**config.mk**
```make
export PLATFORM = sky130hd
export DESIGN_NAME = vlen_step_unit
export DESIGN_NICKNAME = d
export VERILOG_FILES = /design/src/rtl/vlen_pkg.sv /design/src/rtl/vlen_ctrl.sv /design/src/rtl/vlen_skip.sv /design/src/rtl/vlen_dp.sv /design/src/rtl/vlen_step_unit.sv
export SDC_FILE = /design/constraint.sdc
export NUM_CORES = 1
export LEC_CHECK = 0
export BUFFER_PORTS_ARGS = -buffer_cell sky130_fd_sc_hd__buf_2
export CORE_ASPECT_RATIO = 0.5
export CORE_UTILIZATION = 25
export DETAILED_ROUTE_END_ITERATION = 7
export SKIP_CTS_REPAIR_TIMING = 1
export SLEW_MARGIN = 20
export SYNTH_ARGS = -nofsm -noshare
export SYNTH_HDL_FRONTEND = slang
export SYNTH_SLANG_ARGS = --single-unit
```
**constraint.sdc**
```tcl
create_clock -name clk -period 4.7 [get_ports clk]
set_clock_uncertainty 0.15 [all_clocks]
set_input_delay 0.94 -clock clk [delete_from_list [all_inputs] [get_ports clk]]
set_output_delay 0.94 -clock clk [all_outputs]
set_load 0.005 [all_outputs]
```
**src/rtl/vlen_pkg.sv**
```systemverilog
package vlen_pkg;

  // Strobes sent from the decoder to the datapath.
  typedef struct packed {
    logic       ldMvl;   // load maximum length
    logic       ldVl;    // load active length
    logic       rdEn;    // return active length
    logic       step;    // advance element indices
    logic       crEn;    // write the condition field
    logic [2:0] crMode;  // 0: zero field, 1: length test only, 2..5: record 0..3
  } vlStrobe_t;

  localparam int CR_W  = 4;
  localparam int END_W = 3;
  localparam int NREC  = 4;

endpackage

```
**src/rtl/vlen_ctrl.sv**
```systemverilog
module vlen_ctrl
  import vlen_pkg::*;
#(
  parameter int IMM_W = 7
) (
  input  logic             clk,
  input  logic             rst,
  input  logic             opValid,
  input  logic             opVf,
  input  logic             opVs,
  input  logic             opMs,
  input  logic             opRc,
  input  logic [IMM_W-1:0] opImm,
  output vlStrobe_t        strb
);

  logic stepForm;
  logic immInRange;

  assign stepForm   = opVf && !opVs && !opMs;
  assign immInRange = (opImm >= IMM_W'(1)) && (opImm <= IMM_W'(5));

  always_comb begin
    strb = '0;
    if (opValid) begin
      if (!opVf) begin
        strb.rdEn  = 1'b1;
        strb.ldMvl = opMs;
        strb.ldVl  = opVs;
      end else if (stepForm) begin
        strb.step   = 1'b1;
        strb.crEn   = opRc;
        strb.crMode = immInRange ? opImm[2:0] : 3'd0;
      end
    end
  end


  strobe_excl_chk: assert property (@(posedge clk) disable iff (rst)
    $onehot0({strb.step, strb.rdEn}));

endmodule

```
**src/rtl/vlen_skip.sv**
```systemverilog
module vlen_skip #(
  parameter int MAX_VL = 64,
  parameter int IDX_W  = 7
) (
  input  logic [IDX_W-1:0]  cur,
  input  logic [IDX_W-1:0]  lim,
  input  logic [MAX_VL-1:0] mask,
  output logic [IDX_W-1:0]  nxt
);

  // Lowest enabled position strictly above cur and below lim; lim if none.
  always_comb begin
    nxt = lim;
    for (int j = MAX_VL - 1; j >= 0; j--) begin
      if (j > int'(cur) && j < int'(lim) && mask[j]) nxt = IDX_W'(j);
    end
  end

endmodule

```
**src/rtl/vlen_dp.sv**
```systemverilog
module vlen_dp
  import vlen_pkg::*;
#(
  parameter int DATA_W = 64,
  parameter int MAX_VL = 64,
  parameter int IMM_W  = 7,
  parameter int IDX_W  = 7
) (
  input  logic                  clk,
  input  logic                  rst,
  input  vlStrobe_t             strb,
  input  logic                  srcIsZero,
  input  logic [DATA_W-1:0]     srcVal,
  input  logic [IMM_W-1:0]      opImm,
  input  logic [MAX_VL-1:0]     srcMask,
  input  logic [MAX_VL-1:0]     dstMask,
  input  logic [NREC*END_W-1:0] loopEnd,
  output logic [IDX_W-1:0]      mvl,
  output logic [IDX_W-1:0]      vl,
  output logic [IDX_W-1:0]      srcStep,
  output logic [IDX_W-1:0]      dstStep,
  output logic                  rdWe,
  output logic [DATA_W-1:0]     rdVal,
  output logic                  crWe,
  output logic [CR_W-1:0]       crVal
);

  localparam logic [IDX_W-1:0] MaxLen = IDX_W'(MAX_VL);

  logic [DATA_W-1:0]    opValue;
  logic [IDX_W-1:0]     mvlNext, vlNext;
  logic [IDX_W-1:0]     curIdx [2];
  logic [IDX_W-1:0]     nxtIdx [2];
  logic [MAX_VL-1:0]    maskSel[2];
  logic                 reachedVl;
  logic [END_W-1:0]     recFlags;
  logic [CR_W-1:0]      crNext;

  assign opValue = srcIsZero ? DATA_W'(opImm) : srcVal;

  always_comb begin
    mvlNext = mvl;
    if (strb.ldMvl) begin
      if (opValue == '0)                      mvlNext = IDX_W'(1);
      else if (opValue > DATA_W'(MAX_VL))     mvlNext = MaxLen;
      else                                    mvlNext = opValue[IDX_W-1:0];
    end
    if (strb.ldVl)
      vlNext = (opValue > DATA_W'(mvlNext)) ? mvlNext : opValue[IDX_W-1:0];
    else
      vlNext = (vl > mvlNext) ? mvlNext : vl;
  end

  assign curIdx[0]  = srcStep;
  assign curIdx[1]  = dstStep;
  assign maskSel[0] = srcMask;
  assign maskSel[1] = dstMask;

  for (genvar g = 0; g < 2; g++) begin : g_skip
    vlen_skip #(.MAX_VL(MAX_VL), .IDX_W(IDX_W)) u_skip (
      .cur (curIdx[g]),
      .lim (vl),
      .mask(maskSel[g]),
      .nxt (nxtIdx[g])
    );
  end

  assign reachedVl = (nxtIdx[0] == vl) || (nxtIdx[1] == vl);

  always_comb begin
    case (strb.crMode)
      3'd2:    recFlags = loopEnd[0*END_W +: END_W];
      3'd3:    recFlags = loopEnd[1*END_W +: END_W];
      3'd4:    recFlags = loopEnd[2*END_W +: END_W];
      3'd5:    recFlags = loopEnd[3*END_W +: END_W];
      default: recFlags = '0;
    endcase
    case (strb.crMode)
      3'd1:                crNext = {3'b000, reachedVl};
      3'd2, 3'd3, 3'd4, 3'd5:
                           crNext = {recFlags[1], recFlags[2], recFlags[0], reachedVl};
      default:             crNext = '0;
    endcase
  end

  always_ff @(posedge clk) begin
    if (rst) begin
      mvl     <= IDX_W'(1);
      vl      <= IDX_W'(1);
      srcStep <= '0;
      dstStep <= '0;
      rdWe    <= 1'b0;
      rdVal   <= '0;
      crWe    <= 1'b0;
      crVal   <= '0;
    end else begin
      mvl  <= mvlNext;
      vl   <= vlNext;
      rdWe <= strb.rdEn;
      crWe <= strb.crEn;
      if (strb.rdEn) rdVal <= DATA_W'(vlNext);
      if (strb.step) begin
        srcStep <= nxtIdx[0];
        dstStep <= nxtIdx[1];
      end
      if (strb.crEn) crVal <= crNext;
    end
  end


  mvl_range_chk: assert property (@(posedge clk) disable iff (rst)
    mvl >= IDX_W'(1) && mvl <= MaxLen);


  vl_cap_chk: assert property (@(posedge clk) disable iff (rst) vl <= mvl);


  read_hold_chk: assert property (@(posedge clk) disable iff (rst)
    (strb.rdEn && !strb.ldVl && !strb.ldMvl) |=> ($stable(vl) && $stable(mvl)));


  step_hold_chk: assert property (@(posedge clk) disable iff (rst)
    !strb.step |=> ($stable(srcStep) && $stable(dstStep)));


  step_bound_chk: assert property (@(posedge clk) disable iff (rst)
    strb.step |=> (srcStep <= vl && dstStep <= vl));

endmodule

```
**src/rtl/vlen_step_unit.sv**
```systemverilog
module vlen_step_unit
  import vlen_pkg::*;
#(
  parameter int DATA_W = 64,
  parameter int MAX_VL = 64,
  parameter int IMM_W  = 7,
  localparam int IDX_W = $clog2(MAX_VL + 1)
) (
  input  logic                  clk,
  input  logic                  rst,
  input  logic                  opValid,
  input  logic                  opVf,
  input  logic                  opVs,
  input  logic                  opMs,
  input  logic                  opRc,
  input  logic                  srcIsZero,
  input  logic [DATA_W-1:0]     srcVal,
  input  logic [IMM_W-1:0]      opImm,
  input  logic [MAX_VL-1:0]     srcMask,
  input  logic [MAX_VL-1:0]     dstMask,
  input  logic [NREC*END_W-1:0] loopEnd,
  output logic [IDX_W-1:0]      mvlOut,
  output logic [IDX_W-1:0]      vlOut,
  output logic [IDX_W-1:0]      srcStep,
  output logic [IDX_W-1:0]      dstStep,
  output logic                  rdWe,
  output logic [DATA_W-1:0]     rdVal,
  output logic                  crWe,
  output logic [CR_W-1:0]       crVal
);

  vlStrobe_t strb;

  vlen_ctrl #(.IMM_W(IMM_W)) u_ctrl (
    .clk    (clk),
    .rst    (rst),
    .opValid(opValid),
    .opVf   (opVf),
    .opVs   (opVs),
    .opMs   (opMs),
    .opRc   (opRc),
    .opImm  (opImm),
    .strb   (strb)
  );

  vlen_dp #(.DATA_W(DATA_W), .MAX_VL(MAX_VL), .IMM_W(IMM_W), .IDX_W(IDX_W)) u_dp (
    .clk      (clk),
    .rst      (rst),
    .strb     (strb),
    .srcIsZero(srcIsZero),
    .srcVal   (srcVal),
    .opImm    (opImm),
    .srcMask  (srcMask),
    .dstMask  (dstMask),
    .loopEnd  (loopEnd),
    .mvl      (mvlOut),
    .vl       (vlOut),
    .srcStep  (srcStep),
    .dstStep  (dstStep),
    .rdWe     (rdWe),
    .rdVal    (rdVal),
    .crWe     (crWe),
    .crVal    (crVal)
  );


  no_rc_cr_chk: assert property (@(posedge clk) disable iff (rst)
    (!opValid || !opRc) |=> !crWe);

endmodule

```
; ---- Word level (Yosys, flattened, before mapping)
; Cells that the tools add are included.
; W data, S select, Z words.
[classes]
muxes = 140
reduce_logical = 260
eq_ne = 7
order_cmp = 194
[op_table]
columns = operator, count
row1 = $mux W7, 132
row2 = $gt A6 B7 Y1 const A, 64
row3 = $logic_and A1 B1 Y1, 255
row4 = $gt A5 B7 Y1 const A, 32
row5 = $lt A6 B7 Y1 const A, 32
row6 = $gt A4 B7 Y1 const A, 16
row7 = $lt A5 B7 Y1 const A, 16
row8 = $gt A64 B7 Y1, 1
row9 = $gt A64 B7 Y1 const B, 1
row10 = $logic_not A64 Y1, 1
row11 = $mux W64, 1
row12 = $gt A3 B7 Y1 const A, 8
row13 = $lt A4 B7 Y1 const A, 8
row14 = $gt A2 B7 Y1 const A, 4
row15 = $lt A3 B7 Y1 const A, 4
row16 = $eq A7 B7 Y1, 2
row17 = $gt A1 B7 Y1 const A, 2
row18 = $lt A2 B7 Y1 const A, 2
row19 = $pmux W3 S4, 1
row20 = $mux W5, 2
row21 = $mux W8, 1
row22 = $pmux W4 S2, 1
row23 = $ge A7 B1 Y1 const B, 1
row24 = $gt A7 B7 Y1, 1
row25 = 9 further kinds, 13
[word_totals]
reg_bits = 41
input_bits = 219

; ---- Longest topological paths before layout
[depth]
depth_word = 69
ltp_mapped = 17

; ---- By module
; Synthesis repeated with hierarchy kept, for this count alone.
[hier_totals]
cells_unflattened = 1189
hier_area_um2 = 8618.3
[by_module_without_submodules]
columns = module, cells_per_inst, seq_area_each_um2, instances, area_each_um2
row1 = vlen_skip, 412, 0.0, 2, 2756.4
row2 = vlen_dp, 353, 820.8, 1, 2997.9
row3 = vlen_ctrl, 12, 0.0, 1, 107.6

; ---- Least setup slack after synthesis
; No wires, ideal clock.
[synth_timing]
path_kind = input -> register
startpoint = input srcIsZero
endpoint = register u_dp.rdVal[4]
required_time_ns = 4.420
stages = 17
t_arrival_ns = 4.462
path_buffers = 2
setup_slack_ns = -0.042
path_cell_list = clkbuf_1 > mux2_2 > nor4_1 > and3_1 > xnor2_1 > nand2_1 > nor2_1 > a22oi_1 > ha_1 > nor2b_1 > o21ai_0 > a21oi_1 > a211oi_1 > or3_1 > clkbuf_1 > a222oi_1 > o31ai_1
[synth_via]
elab_chain_cells = 8
word_cells_on_any_way = 11
cone_classes = order compare: 3 / mux: 7 / reduce/logical: 1
[synth_lines]
columns = element, line
row1 = "start, declared", vlen_step_unit.sv:16  ; input logic srcIsZero,
row2 = $mux W64 (*), vlen_dp.sv:39  ; assign opValue = srcIsZero ? DATA_W'(opImm) : srcVal;
row3 = $gt A64 B7 Y1, vlen_dp.sv:45  ; else if (opValue > DATA_W'(MAX_VL)) mvlNext = MaxLen;
row4 = $mux W7, vlen_dp.sv:45
row5 = $mux W7, vlen_dp.sv:44  ; if (opValue == '0) mvlNext = IDX_W'(1);
row6 = $mux W7, vlen_dp.sv:43  ; if (strb.ldMvl) begin
row7 = $gt A64 B7 Y1 or $gt A7 B7 Y1 (tied branches), "vlen_dp.sv:49, vlen_dp.sv:51"
row8 = "$mux W7, on equally long branches", "vlen_dp.sv:49, vlen_dp.sv:51"
row9 = $mux W7 (*), vlen_dp.sv:48  ; if (strb.ldVl)
row10 = "end signal, assigned", vlen_dp.sv:101  ; if (strb.rdEn) rdVal <= DATA_W'(vlNext);
row11 = "end, declared", vlen_dp.sv:23  ; output logic [DATA_W-1:0] rdVal,
; Mark *: on every way between the ends. The rest lies on a longest branch, timed or not.
; A chain may end at the register's enable or synchronous reset.

; ---- Worst setup path after layout
[layout_timing]
startpoint = input srcIsZero
endpoint = register u_dp.rdVal[0]
; The elaborated chain is that of the path after synthesis.

==> flow_metrics.tcl <==
set metrics [dict create \
    setup_ws_ps 240.6 \
    fin_hold_ws_ps 342.7 \
    cp-end-kind "register" \
    synth_simple_gate_area_share_pct 33.55 \
    p_int_uw 1742 \
    die_area_um2 32730 \
    grt_antenna_before_repair 1 \
    cpPeakStageDelay_ps 400 \
    cts_max_level 2 \
    clkSinkCount 41 \
    start_kind "primary input" \
    cp_max_fo 9 \
    maxSlewHeadroom_pct 30.20 \
    power-per-cell-area_nw_per_um2 409.7 \
    timing.fmax_mhz 224.2 \
    dp_hpwl_um 35120 \
    min_path_type "register to register" \
    start_util_pct 25.90 \
    pre_cts_ws_ps -28.05 \
    setup-violations-final 0 \
    synth-seq-area-share_pct 10.27 \
    tightest_slew_ps 1043 \
    root_buffer "clkbuf_16" \
    grt_overflow 0 \
    combPwrFrac_pct 77.6 \
    synth_seq_cells 41 \
    io_buffers 257 \
    syn_avg_cell_area_um2 6.943 \
    gp_congestion 1.062 \
    worst-endpoint-required_ps 4740 \
    syn_inst 1151 \
    period_share_pct 94.88 \
    die_w_um 254.8 \
    clkPwrFrac_pct 8.9 \
    synth_edf_count 0 \
    grt_usage_pct 24.57 \
    p_seq_share_pct 13.5 \
    area_delta_synth_final_pct 22.67 \
    fin_crit_ps 4459 \
    drv_slew 0 \
    drt_iter0_markers 1446 \
    die_h_um 128.4 \
    synth_compound_area_share_pct 40.19 \
    power_uw 4016 \
    crit_slowest_cell "mux2_2" \
    status "finished clean" \
    drtPass1Iterations 6 \
    yosys_warnings 0 \
    synth_area_um2 7991 \
    synth-main-ff-cell "dfxtp_1" \
    ir_drop_uv 178.6 \
    p_sw_uw 2274 \
    finalHoldViolCount 0 \
    avgRoutedWirePerCell_um 23.47 \
    drive_gt1_share_pct 27.12 \
    async_flop_share_pct 0 \
    synth_top_family_by_area "compound AO/OA/AOI/OAI gates" \
    synth_xor_area_share_pct 0.1096 \
    fp-row-count 45 \
    cts_tree "yes" \
    finalWirelength_um 42580 \
    clock_latency_ps 290 \
    yosys.area_share.adder_pct 2.192 \
    vias 10860 \
    ant_nets 0 \
    clkTransAtPathRegs_ps 60 \
    nNetsFinal 1622 \
    grt_pass1_wl_um 60610 \
    vias_per_cell 5.988 \
    critical_path_class "primary input to register" \
    muxShareOfSynthArea_pct 1.691 \
    grt_start_max_net_pins 39 \
    coreArea_um2 30850 \
    cts_inserted_buffers 5 \
    io_pins 317 \
    cp.arrival_ps 4500 \
    drcViolationCount 0 \
    rsz0062_at_grt "yes" \
    finish.utilization_pct 31.77 \
    ys_types 101 \
    path_cells "buf_2 > mux2_2 > nor4_1 > and3_1 > xnor2_1 > nand2_1 > nor2_2 > buf_4 > a22oi_1 > ha_1 > a21o_1 > a21o_1 > a211oi_1 > buf_4 > o21a_1 > a221oi_1 > a211oi_1" \
    grt_pass1_vias 9889 \
    clockBufferDepth 2 \
    maxCapViolCount 0 \
    cellLeakagePower_uw 0.004122 \
    switching_share_pct 56.62 \
]
==> layout make-up <==
type,count,area [um2]
clock inverters,2,13.76
clock buffers,6,138.9
diodes,1,2.502
well taps,423,529.3
flip-flops and latches,41,822.0
fillers,3469,21050
inverters,29,108.9
multi-input cells,992,6429
repair buffers,320,1759
==> per-layer routing <==
metal / vias to the layer above / global-route usage [%] / routed length (um)
met5: - / 0 / 0
met4: 0 / 10.57 / 1940
met3: 113 / 4.208 / 3971
met2: 653 / 40.76 / 19500
met1: 5164 / 31.42 / 17170
li1: 4933 / - / -
==> Yosys cell counts, types with 11 or more instances <==
master / count / area (um2)
nor2_1: 85 / 319.1
nand3_1: 40 / 200.2
nand3b_1: 16 / 120.1
dfxtp_1: 41 / 820.8
a211oi_1: 18 / 135.1
nor2b_1: 18 / 112.6
o21ai_0: 63 / 315.3
nor4_1: 34 / 212.7
nand2_1: 79 / 296.5
o21a_1: 12 / 90.09
o31ai_1: 30 / 225.2
and2_1: 11 / 68.82
a21o_1: 12 / 90.09
or3_1: 16 / 100.1
inv_1: 28 / 105.1
a21oi_1: 64 / 320.3
nand2b_1: 22 / 137.6
o211ai_1: 31 / 232.7
buf_2: 31 / 155.2
nor3_1: 42 / 210.2
nor3b_1: 14 / 105.1
clkbuf_1: 40 / 150.1
a31oi_1: 19 / 118.9
buf_4: 58 / 435.4
o2111ai_1: 29 / 254.0
ha_1: 14 / 175.2
nand4_1: 21 / 131.4
==> placed cells by master, fill, tap and decap left out, types with 19 or more instances in the layout <==
cell       count
buf_4         63
nor3_1        42
inv_1         28
o211ai_1      31
nor4_1        34
dfxtp_1       40
conb_1        57
nor2_1        84
o21ai_0       63
a31oi_1       19
nand2_1       79
a21oi_1       64
o2111ai_1     29
nand4_1       21
buf_2        257
nand3_1       40
o31ai_1       30
nand2b_1      22
==> cell families (layout without fill, tap and decap cells) <==
logic type,Yosys count,count (layout)
AOI/OAI and AO/OA,437,437
xor gates and xnor gates,1,1
adders and majority gates,14,14
buffers and inverters,174,357
DFF,41,41
muxes,13,13
other,1,58
and+or+nand+nor,470,470
==> per-stage QoR <==
stage / cell area [um2] / TNS [ps] / cells
floorplan: 8204 / 0 / 1207
global placement: 9648 / 0 / 1805
detailed placement: 9648 / -28.05 / 1805
CTS: 9801 / 0 / 1813
global route: 9803 / -17.88 / 1814
finish: 9803 / 0 / 1814
==> critical path: cells and delay by family <==
family                   cells  cell delay, ps
buffers and inverters        3             560
multiplexers                 1             400
adder cells (fa/ha/maj)      1             310
AND/OR/NAND/NOR              4             610
AO/OA/AOI/OAI                7            1600
XOR/XNOR                     1              70
==> power by group through the flow <==
| stage | logic [uW] | registers, uW | clock network, uW |
|---|---|---|---|
| after CTS | 3010 | 529 | 364 |
| after global routing | 3310 | 543 | 376 |
| after floorplan | 2090 | 430 | 0 |
| after detailed placement | 3000 | 537 | 0 |
| after global placement | 3040 | 537 | 0 |
| final | 3120 | 541 | 357 |
==> path summary, 6_finish.rpt <==
check	start	to	slack [ps]	cells after the start
worst max-delay path	srcIsZero	u_dp.rdVal[0]$_SDFFE_PP0P_	240	17
worst min-delay path	u_dp.rdVal[3]$_SDFFE_PP0P_	u_dp.rdVal[3]$_SDFFE_PP0P_	340	2
worst max register to register	u_dp.vl[4]$_SDFF_PP0_	u_dp.srcStep[1]$_SDFFE_PP0P_	810	9
worst min register to register	u_dp.rdVal[3]$_SDFFE_PP0P_	u_dp.rdVal[3]$_SDFFE_PP0P_	340	2
==> state kept, by name (all words and copies together) (netlist names) <==
signal        cells
u_dp.srcStep      7
u_dp.crVal        4
u_dp.dstStep      7
u_dp.vl           7
u_dp.mvl          7
u_dp.crWe         1
u_dp.rdWe         1
u_dp.rdVal        7
No activity file was read; power rests on OpenSTA's default activity.
